$ cat src/rtl/j1850_ifr_pkg.sv
package j1850_ifr_pkg;
  localparam int NREQ = 3;
  localparam int NSTS = 3;

  typedef enum logic [1:0] {
    K_BYTE    = 2'd0,
    K_BYTE_NB = 2'd1,
    K_EOD     = 2'd2
  } txk_e;

  typedef enum logic [1:0] {
    M_NONE, M_SINGLE, M_CRC, M_NOCRC
  } mode_e;

  typedef enum logic [2:0] {
    S_IDLE, S_ARMED, S_SEND, S_WAIT, S_RETRY, S_SCRC, S_WCRC, S_SEOD
  } st_e;
endpackage

$ cat src/rtl/j1850_ifr_hold.sv
module j1850_ifr_hold #(
  parameter int DW = 8
) (
  input  logic          clk,
  input  logic          rst_n,
  input  logic          in_valid,
  output logic          in_ready,
  input  logic [DW-1:0] in_data,
  input  logic          take,
  output logic          out_valid,
  output logic [DW-1:0] out_data
);
  logic          full_q;
  logic [DW-1:0] data_q;

  assign in_ready  = !full_q;
  assign out_valid = full_q;
  assign out_data  = data_q;

  always_ff @(posedge clk or negedge rst_n) begin
    if (!rst_n) begin
      full_q <= 1'b0;
      data_q <= '0;
    end else if (in_valid && !full_q) begin
      full_q <= 1'b1;
      data_q <= in_data;
    end else if (take) begin
      full_q <= 1'b0;
    end
  end

  AST_HOLD_ACCEPT: assert property (@(posedge clk) disable iff (!rst_n)
    (in_valid && in_ready) |=> (out_valid && !in_ready));
endmodule

$ cat src/rtl/j1850_ifr_crc.sv
module j1850_ifr_crc #(
  parameter int          W    = 8,
  parameter logic [W-1:0] POLY = 8'h1D,
  parameter logic [W-1:0] SEED = '1
) (
  input  logic         clk,
  input  logic         rst_n,
  input  logic         start,
  input  logic         upd,
  input  logic [W-1:0] din,
  output logic [W-1:0] crc
);
  logic [W-1:0] crc_q, nxt;

  always_comb begin
    nxt = (start ? SEED : crc_q) ^ din;
    for (int b = 0; b < W; b++)
      nxt = nxt[W-1] ? ((nxt << 1) ^ POLY) : (nxt << 1);
  end

  always_ff @(posedge clk or negedge rst_n) begin
    if (!rst_n)   crc_q <= SEED;
    else if (upd) crc_q <= nxt;
  end

  assign crc = crc_q;
endmodule

$ cat src/rtl/j1850_ifr_status.sv
module j1850_ifr_status #(
  parameter int N = 3
) (
  input  logic         clk,
  input  logic         rst_n,
  input  logic [N-1:0] set,
  input  logic         clr_wr,
  input  logic [N-1:0] clr,
  output logic [N-1:0] flags
);
  for (genvar i = 0; i < N; i++) begin : g_flag
    logic f_q;
    always_ff @(posedge clk or negedge rst_n) begin
      if (!rst_n)                f_q <= 1'b0;
      else if (set[i])           f_q <= 1'b1;
      else if (clr_wr && clr[i]) f_q <= 1'b0;
    end
    assign flags[i] = f_q;

    AST_STICKY_HOLD: assert property (@(posedge clk) disable iff (!rst_n)
      (f_q && !(clr_wr && clr[i])) |=> f_q);
  end
endmodule

$ cat src/rtl/j1850_ifr_tx.sv
module j1850_ifr_tx
  import j1850_ifr_pkg::*;
#(
  parameter int DW = 8,
  parameter logic [DW-1:0] CRC_POLY = 8'h1D
) (
  input  logic          clk,
  input  logic          rst_n,
  input  logic          hd_valid,
  output logic          hd_ready,
  input  logic [DW-1:0] hd_data,
  input  logic          req_wr,
  input  logic [NREQ-1:0] req_bits,
  input  logic          end_cmd,
  input  logic          sts_clr_wr,
  input  logic [NSTS-1:0] sts_clr,
  input  logic          ev_eod,
  input  logic          ev_tx_done,
  input  logic          ev_arb_lost,
  input  logic          ev_bus_err,
  input  logic          ev_ifr_rx,
  input  logic          ev_rx_err,
  output logic          tx_valid,
  input  logic          tx_ready,
  output logic [1:0]    tx_kind,
  output logic [DW-1:0] tx_data,
  output logic          tde_req,
  output logic          sts_underrun,
  output logic          sts_arb_lost,
  output logic          sts_bus_err
);
  st_e           st_q, st_n;
  mode_e         mode_q, mode_n, req_mode;
  logic          first_q, first_n, last_q, last_n;
  logic [DW-1:0] cur_q, cur_n;
  logic          take, crc_start;
  logic          set_ud, set_arb, set_err;
  logic          hold_v;
  logic [DW-1:0] hold_d, crc;
  logic [NSTS-1:0] flags;
  logic          is_multi;
  txk_e          kind_c;

  j1850_ifr_hold #(.DW(DW)) u_hold (
    .clk(clk), .rst_n(rst_n), .in_valid(hd_valid), .in_ready(hd_ready),
    .in_data(hd_data), .take(take), .out_valid(hold_v), .out_data(hold_d));

  j1850_ifr_crc #(.W(DW), .POLY(CRC_POLY)) u_crc (
    .clk(clk), .rst_n(rst_n), .start(crc_start), .upd(take),
    .din(hold_d), .crc(crc));

  j1850_ifr_status #(.N(NSTS)) u_sts (
    .clk(clk), .rst_n(rst_n), .set({set_err, set_arb, set_ud}),
    .clr_wr(sts_clr_wr), .clr(sts_clr), .flags(flags));

  assign sts_underrun = flags[0];
  assign sts_arb_lost = flags[1];
  assign sts_bus_err  = flags[2];

  // fixed priority among the request bits: single, then with CRC, then without
  always_comb begin
    if (req_bits[0])      req_mode = M_SINGLE;
    else if (req_bits[1]) req_mode = M_CRC;
    else if (req_bits[2]) req_mode = M_NOCRC;
    else                  req_mode = M_NONE;
  end

  assign is_multi = (mode_q == M_CRC) || (mode_q == M_NOCRC);

  always_comb begin
    st_n = st_q; mode_n = mode_q; first_n = first_q; cur_n = cur_q;
    last_n = (st_q == S_IDLE) ? 1'b0 : (last_q || end_cmd);
    take = 1'b0; crc_start = 1'b0;
    set_ud = 1'b0; set_arb = 1'b0; set_err = 1'b0;
    if (st_q != S_IDLE && st_q != S_ARMED && ev_bus_err) begin
      set_err = 1'b1; st_n = S_IDLE;
    end else begin
      unique case (st_q)
        S_IDLE: if (req_wr) begin
          mode_n = req_mode;
          st_n   = (req_mode == M_NONE) ? S_IDLE : S_ARMED;
        end
        S_ARMED: begin
          if (ev_bus_err) begin
            set_err = 1'b1; st_n = S_IDLE;
          end else if (ev_eod) begin
            if (hold_v) begin
              take = 1'b1; crc_start = 1'b1; cur_n = hold_d;
              first_n = 1'b1; st_n = S_SEND;
            end else begin
              set_ud = 1'b1; st_n = S_IDLE;
            end
          end else if (mode_q == M_SINGLE && (ev_ifr_rx || ev_rx_err)) begin
            st_n = S_IDLE;
          end else if (req_wr) begin
            mode_n = req_mode;
            if (req_mode == M_NONE) st_n = S_IDLE;
          end
        end
        S_SEND: if (tx_ready) st_n = S_WAIT;
        S_WAIT: begin
          if (ev_arb_lost) begin
            if (is_multi) begin
              set_arb = 1'b1; st_n = S_IDLE;
            end else begin
              st_n = S_RETRY;
            end
          end else if (ev_tx_done) begin
            if (!is_multi) begin
              st_n = S_IDLE;
            end else if (hold_v) begin
              take = 1'b1; cur_n = hold_d; first_n = 1'b0; st_n = S_SEND;
            end else if (last_q || end_cmd) begin
              st_n = (mode_q == M_CRC) ? S_SCRC : S_SEOD;
            end else begin
              set_ud = 1'b1; st_n = S_IDLE;
            end
          end
        end
        S_RETRY: begin
          if (end_cmd) st_n = S_IDLE;
          else if (ev_tx_done) begin
            first_n = 1'b0; st_n = S_SEND;
          end
        end
        S_SCRC: if (tx_ready) st_n = S_WCRC;
        S_WCRC: begin
          if (ev_arb_lost) begin
            set_arb = 1'b1; st_n = S_IDLE;
          end else if (ev_tx_done) begin
            st_n = S_SEOD;
          end
        end
        S_SEOD: if (tx_ready) st_n = S_IDLE;
        default: st_n = S_IDLE;
      endcase
    end
    if (st_n == S_IDLE) begin
      mode_n = M_NONE; last_n = 1'b0;
    end
  end

  always_ff @(posedge clk or negedge rst_n) begin
    if (!rst_n) begin
      st_q <= S_IDLE; mode_q <= M_NONE; first_q <= 1'b0;
      last_q <= 1'b0; cur_q <= '0;
    end else begin
      st_q <= st_n; mode_q <= mode_n; first_q <= first_n;
      last_q <= last_n; cur_q <= cur_n;
    end
  end

  always_comb begin
    tx_valid = 1'b0; kind_c = K_BYTE; tx_data = '0;
    unique case (st_q)
      S_SEND: begin
        tx_valid = 1'b1; kind_c = first_q ? K_BYTE_NB : K_BYTE; tx_data = cur_q;
      end
      S_SCRC: begin
        tx_valid = 1'b1; tx_data = ~crc;
      end
      S_SEOD: begin
        tx_valid = 1'b1; kind_c = K_EOD;
      end
      default: ;
    endcase
  end
  assign tx_kind = kind_c;

  assign tde_req = is_multi && (st_q == S_SEND || st_q == S_WAIT) && !hold_v && !last_q;

  AST_TX_HOLD: assert property (@(posedge clk) disable iff (!rst_n)
    (tx_valid && !tx_ready && !ev_bus_err) |=>
      (tx_valid && $stable(tx_data) && $stable(tx_kind)));

  AST_BUSERR_STOP: assert property (@(posedge clk) disable iff (!rst_n)
    ev_bus_err |=> !tx_valid);

  AST_MULTI_ARB_FLAG: assert property (@(posedge clk) disable iff (!rst_n)
    (st_q == S_WAIT && is_multi && ev_arb_lost && !ev_bus_err) |=>
      (sts_arb_lost && !tx_valid));

  AST_SINGLE_NO_EOD: assert property (@(posedge clk) disable iff (!rst_n)
    (mode_q == M_SINGLE) |-> !(tx_valid && tx_kind == 2'd2));
endmodule

$ cat config.mk
export PLATFORM = sky130hd
export DESIGN_NAME = j1850_ifr_tx
export DESIGN_NICKNAME = d
export VERILOG_FILES = /design/src/rtl/j1850_ifr_pkg.sv /design/src/rtl/j1850_ifr_hold.sv /design/src/rtl/j1850_ifr_crc.sv /design/src/rtl/j1850_ifr_status.sv /design/src/rtl/j1850_ifr_tx.sv
export SDC_FILE = /design/constraint.sdc
export NUM_CORES = 1
export LEC_CHECK = 0
export CAP_MARGIN = 15
export CORE_AREA = 3 3 92 94
export DETAILED_ROUTE_END_ITERATION = 7
export DIE_AREA = 0 0 95 97
export DONT_BUFFER_PORTS = 1
export PLACE_DENSITY_LB_ADDON = 0.25
export RECOVER_POWER = 100
export SYNTH_ARGS = -nofsm -noshare
export SYNTH_HDL_FRONTEND = slang
export SYNTH_SLANG_ARGS = --single-unit
export TNS_END_PERCENT = 20
$ cat constraint.sdc
create_clock -name clk -period 6.35 [get_ports clk]
set_input_delay 0.3175 -clock clk [delete_from_list [all_inputs] [get_ports clk]]
set_output_delay 0.3175 -clock clk [all_outputs]
set_load 0.05 [all_outputs]
Yosys cells after proc, flatten, opt, wreduce, memory -nomap -nowiden
Cells that the tools add are included.
- logic and storage cells: 179
- bits in registers: 35
- output and inout port bits: 16
- input port bits: 27
- equality and inequality tests: 24
- muxes and demuxes: 102
- reduce and logical (&&, ||, !) cells: 31
- bitwise gates (word level): 11
- operators by type and width (cell ; count):
    two-way mux 3 bit ; 20
    two-way mux 8 bit ; 7
    two-way mux 1 bit ; 47
    two-way mux 5 bit ; 8
    inverter 4 bit ; 8
    case mux 8 bit (2 select lines) ; 2
    case mux 3 bit (8 select lines) ; 1
    two-way mux 2 bit ; 11
    != test 2 bit (second input constant) ; 7
    == test 3 bit (second input constant) ; 4
    AND reduction 11 bit ; 1
    logical AND 1 bit ; 10
    nonzero test 2 bit ; 5
    != test 3 bit (second input constant) ; 3
    nonzero test 3 bit ; 3
    inverter 8 bit ; 1
    case mux 2 bit (2 select lines) ; 2
    bitwise XOR 8 bit ; 1
    AND reduction 7 bit ; 1
    == test 3 x 2 -> 1 bit (second input constant) ; 2
    zero test 3 bit ; 2
    != test 2 x 1 -> 1 bit (second input constant) ; 3
    case mux 1 bit (2 select lines) ; 3
    AND reduction 5 bit ; 1
    10 further kinds ; 15

Logic depth before layout (Yosys ltp)
- depth in word-level cells: 23
- depth in mapped cells: 10
- mapped depth without buffers: 8

Hierarchy
From an unflattened synthesis, not the netlist that was laid out.
- cells, all modules: 231
- area, all modules: 2327.2 µm²
- modules (own cells, without submodules) (module ; times used ; cells an instance ; area an instance (µm²)):
    j1850_ifr_tx ; 1 ; 130 ; 1106.1
    j1850_ifr_crc ; 1 ; 68 ; 715.7
    j1850_ifr_hold ; 1 ; 21 ; 374.1
    j1850_ifr_status ; 1 ; 12 ; 131.4

Least setup slack after synthesis
No wires, ideal clock.
- kind: register to register
- start point: register st_q[1]
- end point: register u_crc.crc_q[3], in the netlist u_crc.crc[3]
- period minus slack after synthesis: 2.576 ns
- path buffers: 1
- stages on the path, launching flop included: 10
- path slack: 3.774 ns
- library setup time: 0.086 ns
- arrival: 2.491 ns
- cell sequence: dfrtp_1 buf_6 or4b_4 o31ai_2 a21oi_1 o21a_2 o211ai_4 xnor2_2 mux2_4 a2111o_1
- cells in the longest elaborated chain, start to end: 15
- elaborated cells on any way between the ends: 26
- those cells by class: 3 x eq/ne; 13 x mux; 7 x bitwise; 3 x reduce/logical
- RTL lines (what ; RTL line ; text):
    from (decl) ; j1850_ifr_tx.sv:32 ; st_e st_q, st_n;
    from (signal assigned) ; j1850_ifr_tx.sv:148 ; st_q <= st_n; mode_q <= mode_n; first_q <= first_n;
    != test 3 x 1 -> 1 bit / nonzero test 3 bit (equally long branches) ; j1850_ifr_tx.sv:75 ; if (st_q != S_IDLE && st_q != S_ARMED && ev_bus_err) begin
    logical AND 1 bit (2 in a row) ; j1850_ifr_tx.sv:75 ;
    two-way mux 1 bit ; j1850_ifr_tx.sv:75 ;
    two-way mux 8 bit ; j1850_ifr_crc.sv:16 ; nxt = (start ? SEED : crc_q) ^ din;
    bitwise XOR 8 bit ; j1850_ifr_crc.sv:16 ;
    inverter 4 bit (no source line) ; - ;
    two-way mux 5 bit ; j1850_ifr_crc.sv:18 ; nxt = nxt[W-1] ? ((nxt << 1) ^ POLY) : (nxt << 1);
    inverter 4 bit (no source line) ; - ;
    two-way mux 5 bit ; j1850_ifr_crc.sv:18 ;
    inverter 4 bit (no source line) ; - ;
    two-way mux 5 bit (2 in a row) ; j1850_ifr_crc.sv:18 ;
    inverter 4 bit (no source line) ; - ;
    two-way mux 5 bit ; j1850_ifr_crc.sv:18 ;
    to (signal assigned) ; j1850_ifr_crc.sv:23 ; else if (upd) crc_q <= nxt;
    to (decl) ; j1850_ifr_crc.sv:13 ; logic [W-1:0] crc_q, nxt;
Several ways; a longest one is shown, not always the timed one.
A chain may end at the register's enable or synchronous reset.

Worst setup path after layout
- start point: register st_q[0]
- end point: register u_crc.crc_q[3], in the netlist u_crc.crc[3]
Same word-level chain as after synthesis.

==> results.py <==
metrics = {
    "clock_tree": {
        "cts.htree.levels": 2,
        "worst_skew_pair.late_latency_ps": 300,
        "cts_made_buffers": 5,
        "tritoncts": "built",
        "cts_sinks": 35,
        "cts_resized": 0,
        "cts_root_buf": "clkbuf_8",
        "clk_pin_slew_ps": 80,
        "cts_buffer_depth": 2,
        "post-cts-setup-buffer-count": 0,
    },
    "power_and_ir_drop": {
        "peakVddDrop_uv": 192,
        "swShare_pct": 44.7,
        "seqPwrFrac_pct": 32.1,
        "power_density_mw_per_mm2": 603,
        "pwr-share-clk_pct": 14.1,
        "netSwitchingPower_w": 0.000698,
        "p_int_w": 0.000864,
        "leakage_nw": 1.03,
        "pwr-share-comb_pct": 53.8,
    },
    "routing": {
        "vias_per_cell": 5.19,
        "route.detailed.drc": 0,
        "first_iter_violations": 151,
        "dr.pass1.iters": 4,
        "post_drt_wl_per_cell_um": 15.8,
        "drt_wl_total_mm": 6.08,
        "ant_nets": 0,
        "vias": 1993,
    },
    "die": {
        "die_y_um": 97,
        "dieArea_mm2": 0.00922,
        "die_w_um": 95,
        "start_util_pct": 31.4,
        "ios": 43,
        "rows": 32,
        "core_mm2": 0.00773,
    },
    "worst_hold_path": {
        "hp-class": "primary input to flip-flop",
    },
    "timing": {
        "worstMarginPinSlew_ps": 1910,
        "fin_skew_ps": 2.03,
        "tns_ps": 0,
        "rsz0062_at_grt": "no",
        "clock.fmax_ghz": 0.289,
        "relSlewSlack_pct": -27.2,
        "fin_crit_ps": 3460,
        "finalHoldViolations": 0,
        "fin_crit_sh_pct": 54.5,
        "slew_violations": 44,
        "setup_viol": 0,
    },
    "setup_path": {
        "worst-setup-path-type": "flip-flop to flip-flop",
        "cpMaxStageDelayCell": "dfrtp_1",
        "slowest_delay_ps": 710,
        "cp_data_required_time_ps": 6580,
        "crit_path_frequent_cell": "a2111o_1",
        "critPathTopFamily": "simple AND/OR/NAND/NOR gates",
        "crit_chain": "nor4b_1 > and3_1 > nor3_1 > a2111o_1 > o211ai_1 > xnor2_1 > mux2_4 > a2111o_1",
        "end_kind": "flip-flop",
        "crit_buf_inv": 0,
        "startpoint_type": "flip-flop",
        "cp_max_fo": 21,
        "cp_data_arrival_time_ps": 3680,
    },
    "global_routing": {
        "track_usage_pct": 14.1,
        "grt_pass1_vias": 1968,
        "grt_start_max_net_pins": 36,
        "grt_pass1_wl_mm": 10.3,
        "antenna_found_initial": 0,
        "overflow": 0,
    },
    "finish": {
        "final_layout_size_suffix_gt1_share_pct": 12.8,
        "fin_area_mm2": 0.00259,
        "fillers": 796,
        "multi_input_area_mm2": 0.00141,
        "syn2layout_area_growth_pct": 6.69,
        "antenna_cells": 0,
        "ff_latch_area_um2": 886,
        "nets": 308,
    },
    "synthesis": {
        "synth_area_mm2": 0.00243,
        "ys_top_cells_by_count": "56 x nand2_1, 32 x o21ai_0, 27 x dfrtp_1",
        "synth_top_area_share_pct": 27.8,
        "yosysUniqueCellTypes": 52,
        "ys_seq_area_share_pct": 36.5,
        "synth_top_cell_by_area": "dfrtp_1",
        "syn_nets": 313,
        "synth-main-ff-cell": "dfrtp_1",
        "syn_avg_cell_area_um2": 8.50,
        "synth_edf_count": 0,
        "yosys_warnings": 0,
        "postSynthCellCount": 286,
        "ys_seq_elements": 35,
        "yosysMostFrequentCell": "nand2_1",
        "netlist_top_cells_area": "dfrtp_1 28%, dfstp_2 8.7%, nand2_1 8.7%",
        "ys_async_sr_fraction_pct": 100,
    },
    "status": {
        "outcome": "complete, but fails checks",
        "violations": "max-capacitance violations, max-slew violations",
    },
    "placed_design": {
        "globalplace.congestion": 0.877,
        "dp_hpwl_mm": 4.48,
        "placed_cell_area_mm2": 0.00250,
        "port_buffers": 0,
    },
    "job": {
        "max_cap_viol_count": 9,
    },
}
final cells by class:
class,count,area share [%]
inverters,7,1.01
well taps,102,4.92
clock inverters,2,1.50
multi-input cells,228,54.2
flip-flops and latches,35,34.2
clock buffers,6,3.19
repair buffers,4,0.965
power groups by stage:
stage | logic [W] | clock network, W | registers [W]
6_report | 0.000841 | 0.000220 | 0.000502
5_1_grt | 0.000932 | 0.000233 | 0.000523
4_1_cts | 0.000876 | 0.000226 | 0.000502
3_3_place_gp | 0.000863 | 0 | 0.000503
3_5_place_dp | 0.000867 | 0 | 0.000506
2_1_floorplan | 0.000815 | 0 | 0.000418
flip-flops by register name (all words and copies together), names as in the netlist:
signal            flops
last_q                1
u_hold.out_data       8
u_hold.out_valid      1
st_q                  3
u_sts.g_flag.f_q      3
cur_q                 8
first_q               1
mode_q                2
u_crc.crc             8
layer usage:
| layer | vias to the layer above | global-route usage (%) | part of all wire [%] |
|---|---|---|---|
| met1 | 954 | 19.9 | 47 |
| met4 | 0 | 4.66 | 1.9 |
| li1 | 984 | - | - |
| met5 | - | 0 | 0 |
| met3 | 9 | 4.43 | 5.8 |
| met2 | 46 | 20.3 | 45 |
metrics by stage:
stage / utilization, % / hold slack, ps / worst slack (ps) / instances / total power, W
finish: 33.5 / 95.3 / 2890 / 384 / 0.00156
global route: 33.5 / 90.8 / 2640 / 384 / 0.00169
CTS: 34.3 / 95.7 / 3360 / 384 / 0.00160
detailed placement: 32.3 / 23.9 / 3360 / 374 / 0.00137
global placement: 32.3 / 23.7 / 3440 / 374 / 0.00137
floorplan: - / 21.9 / 3770 / 286 / 0.00123
worst paths after layout:
kind / to / start / slack, ps / depth (start not counted)
worst max register to register: u_crc.crc[3] / st_q[0] / 2890 / 8
worst min-delay path: st_q[2] / ev_bus_err / 100 / 1
worst min register to register: cur_q[6] / cur_q[6] / 480 / 2
worst max-delay path: u_crc.crc[3] / st_q[0] / 2890 / 8
min in group asynchronous: cur_q[2] / rst_n / 1110 / 2
max in group asynchronous: last_q / rst_n / 4150 / 2
cells by family (layout without fill, tap and decap cells):
logic type / count (synthesis) / in the layout / share of synthesized area, %
buffers and inverters: 23 / 19 / 4.43
DFF: 35 / 35 / 36.5
muxes: 12 / 12 / 5.61
and+or+nand+nor: 114 / 114 / 22.9
AOI/OAI and AO/OA: 72 / 72 / 19.5
xor gates and xnor gates: 30 / 30 / 11.1
layout by cell type, fill, tap and decap left out, types with 7 or more instances in the layout:
| master | count |
|---|---|
| nor2_1 | 16 |
| xor2_1 | 10 |
| dfstp_2 | 8 |
| nor3_1 | 9 |
| dfrtp_1 | 27 |
| xnor2_1 | 20 |
| inv_1 | 7 |
| a21oi_1 | 10 |
| nand2_1 | 56 |
| o21ai_0 | 32 |
| nand2b_1 | 10 |
| mux2_2 | 9 |
timing repair:
| item | CTS | global route |
|---|---|---|
| endpoints found under the hold margin | 35 | 0 |
| hold buffers | 2 | 0 |
| setup endpoints to repair | 0 | 0 |
Note: power is estimated with default switching activity, not from simulation.
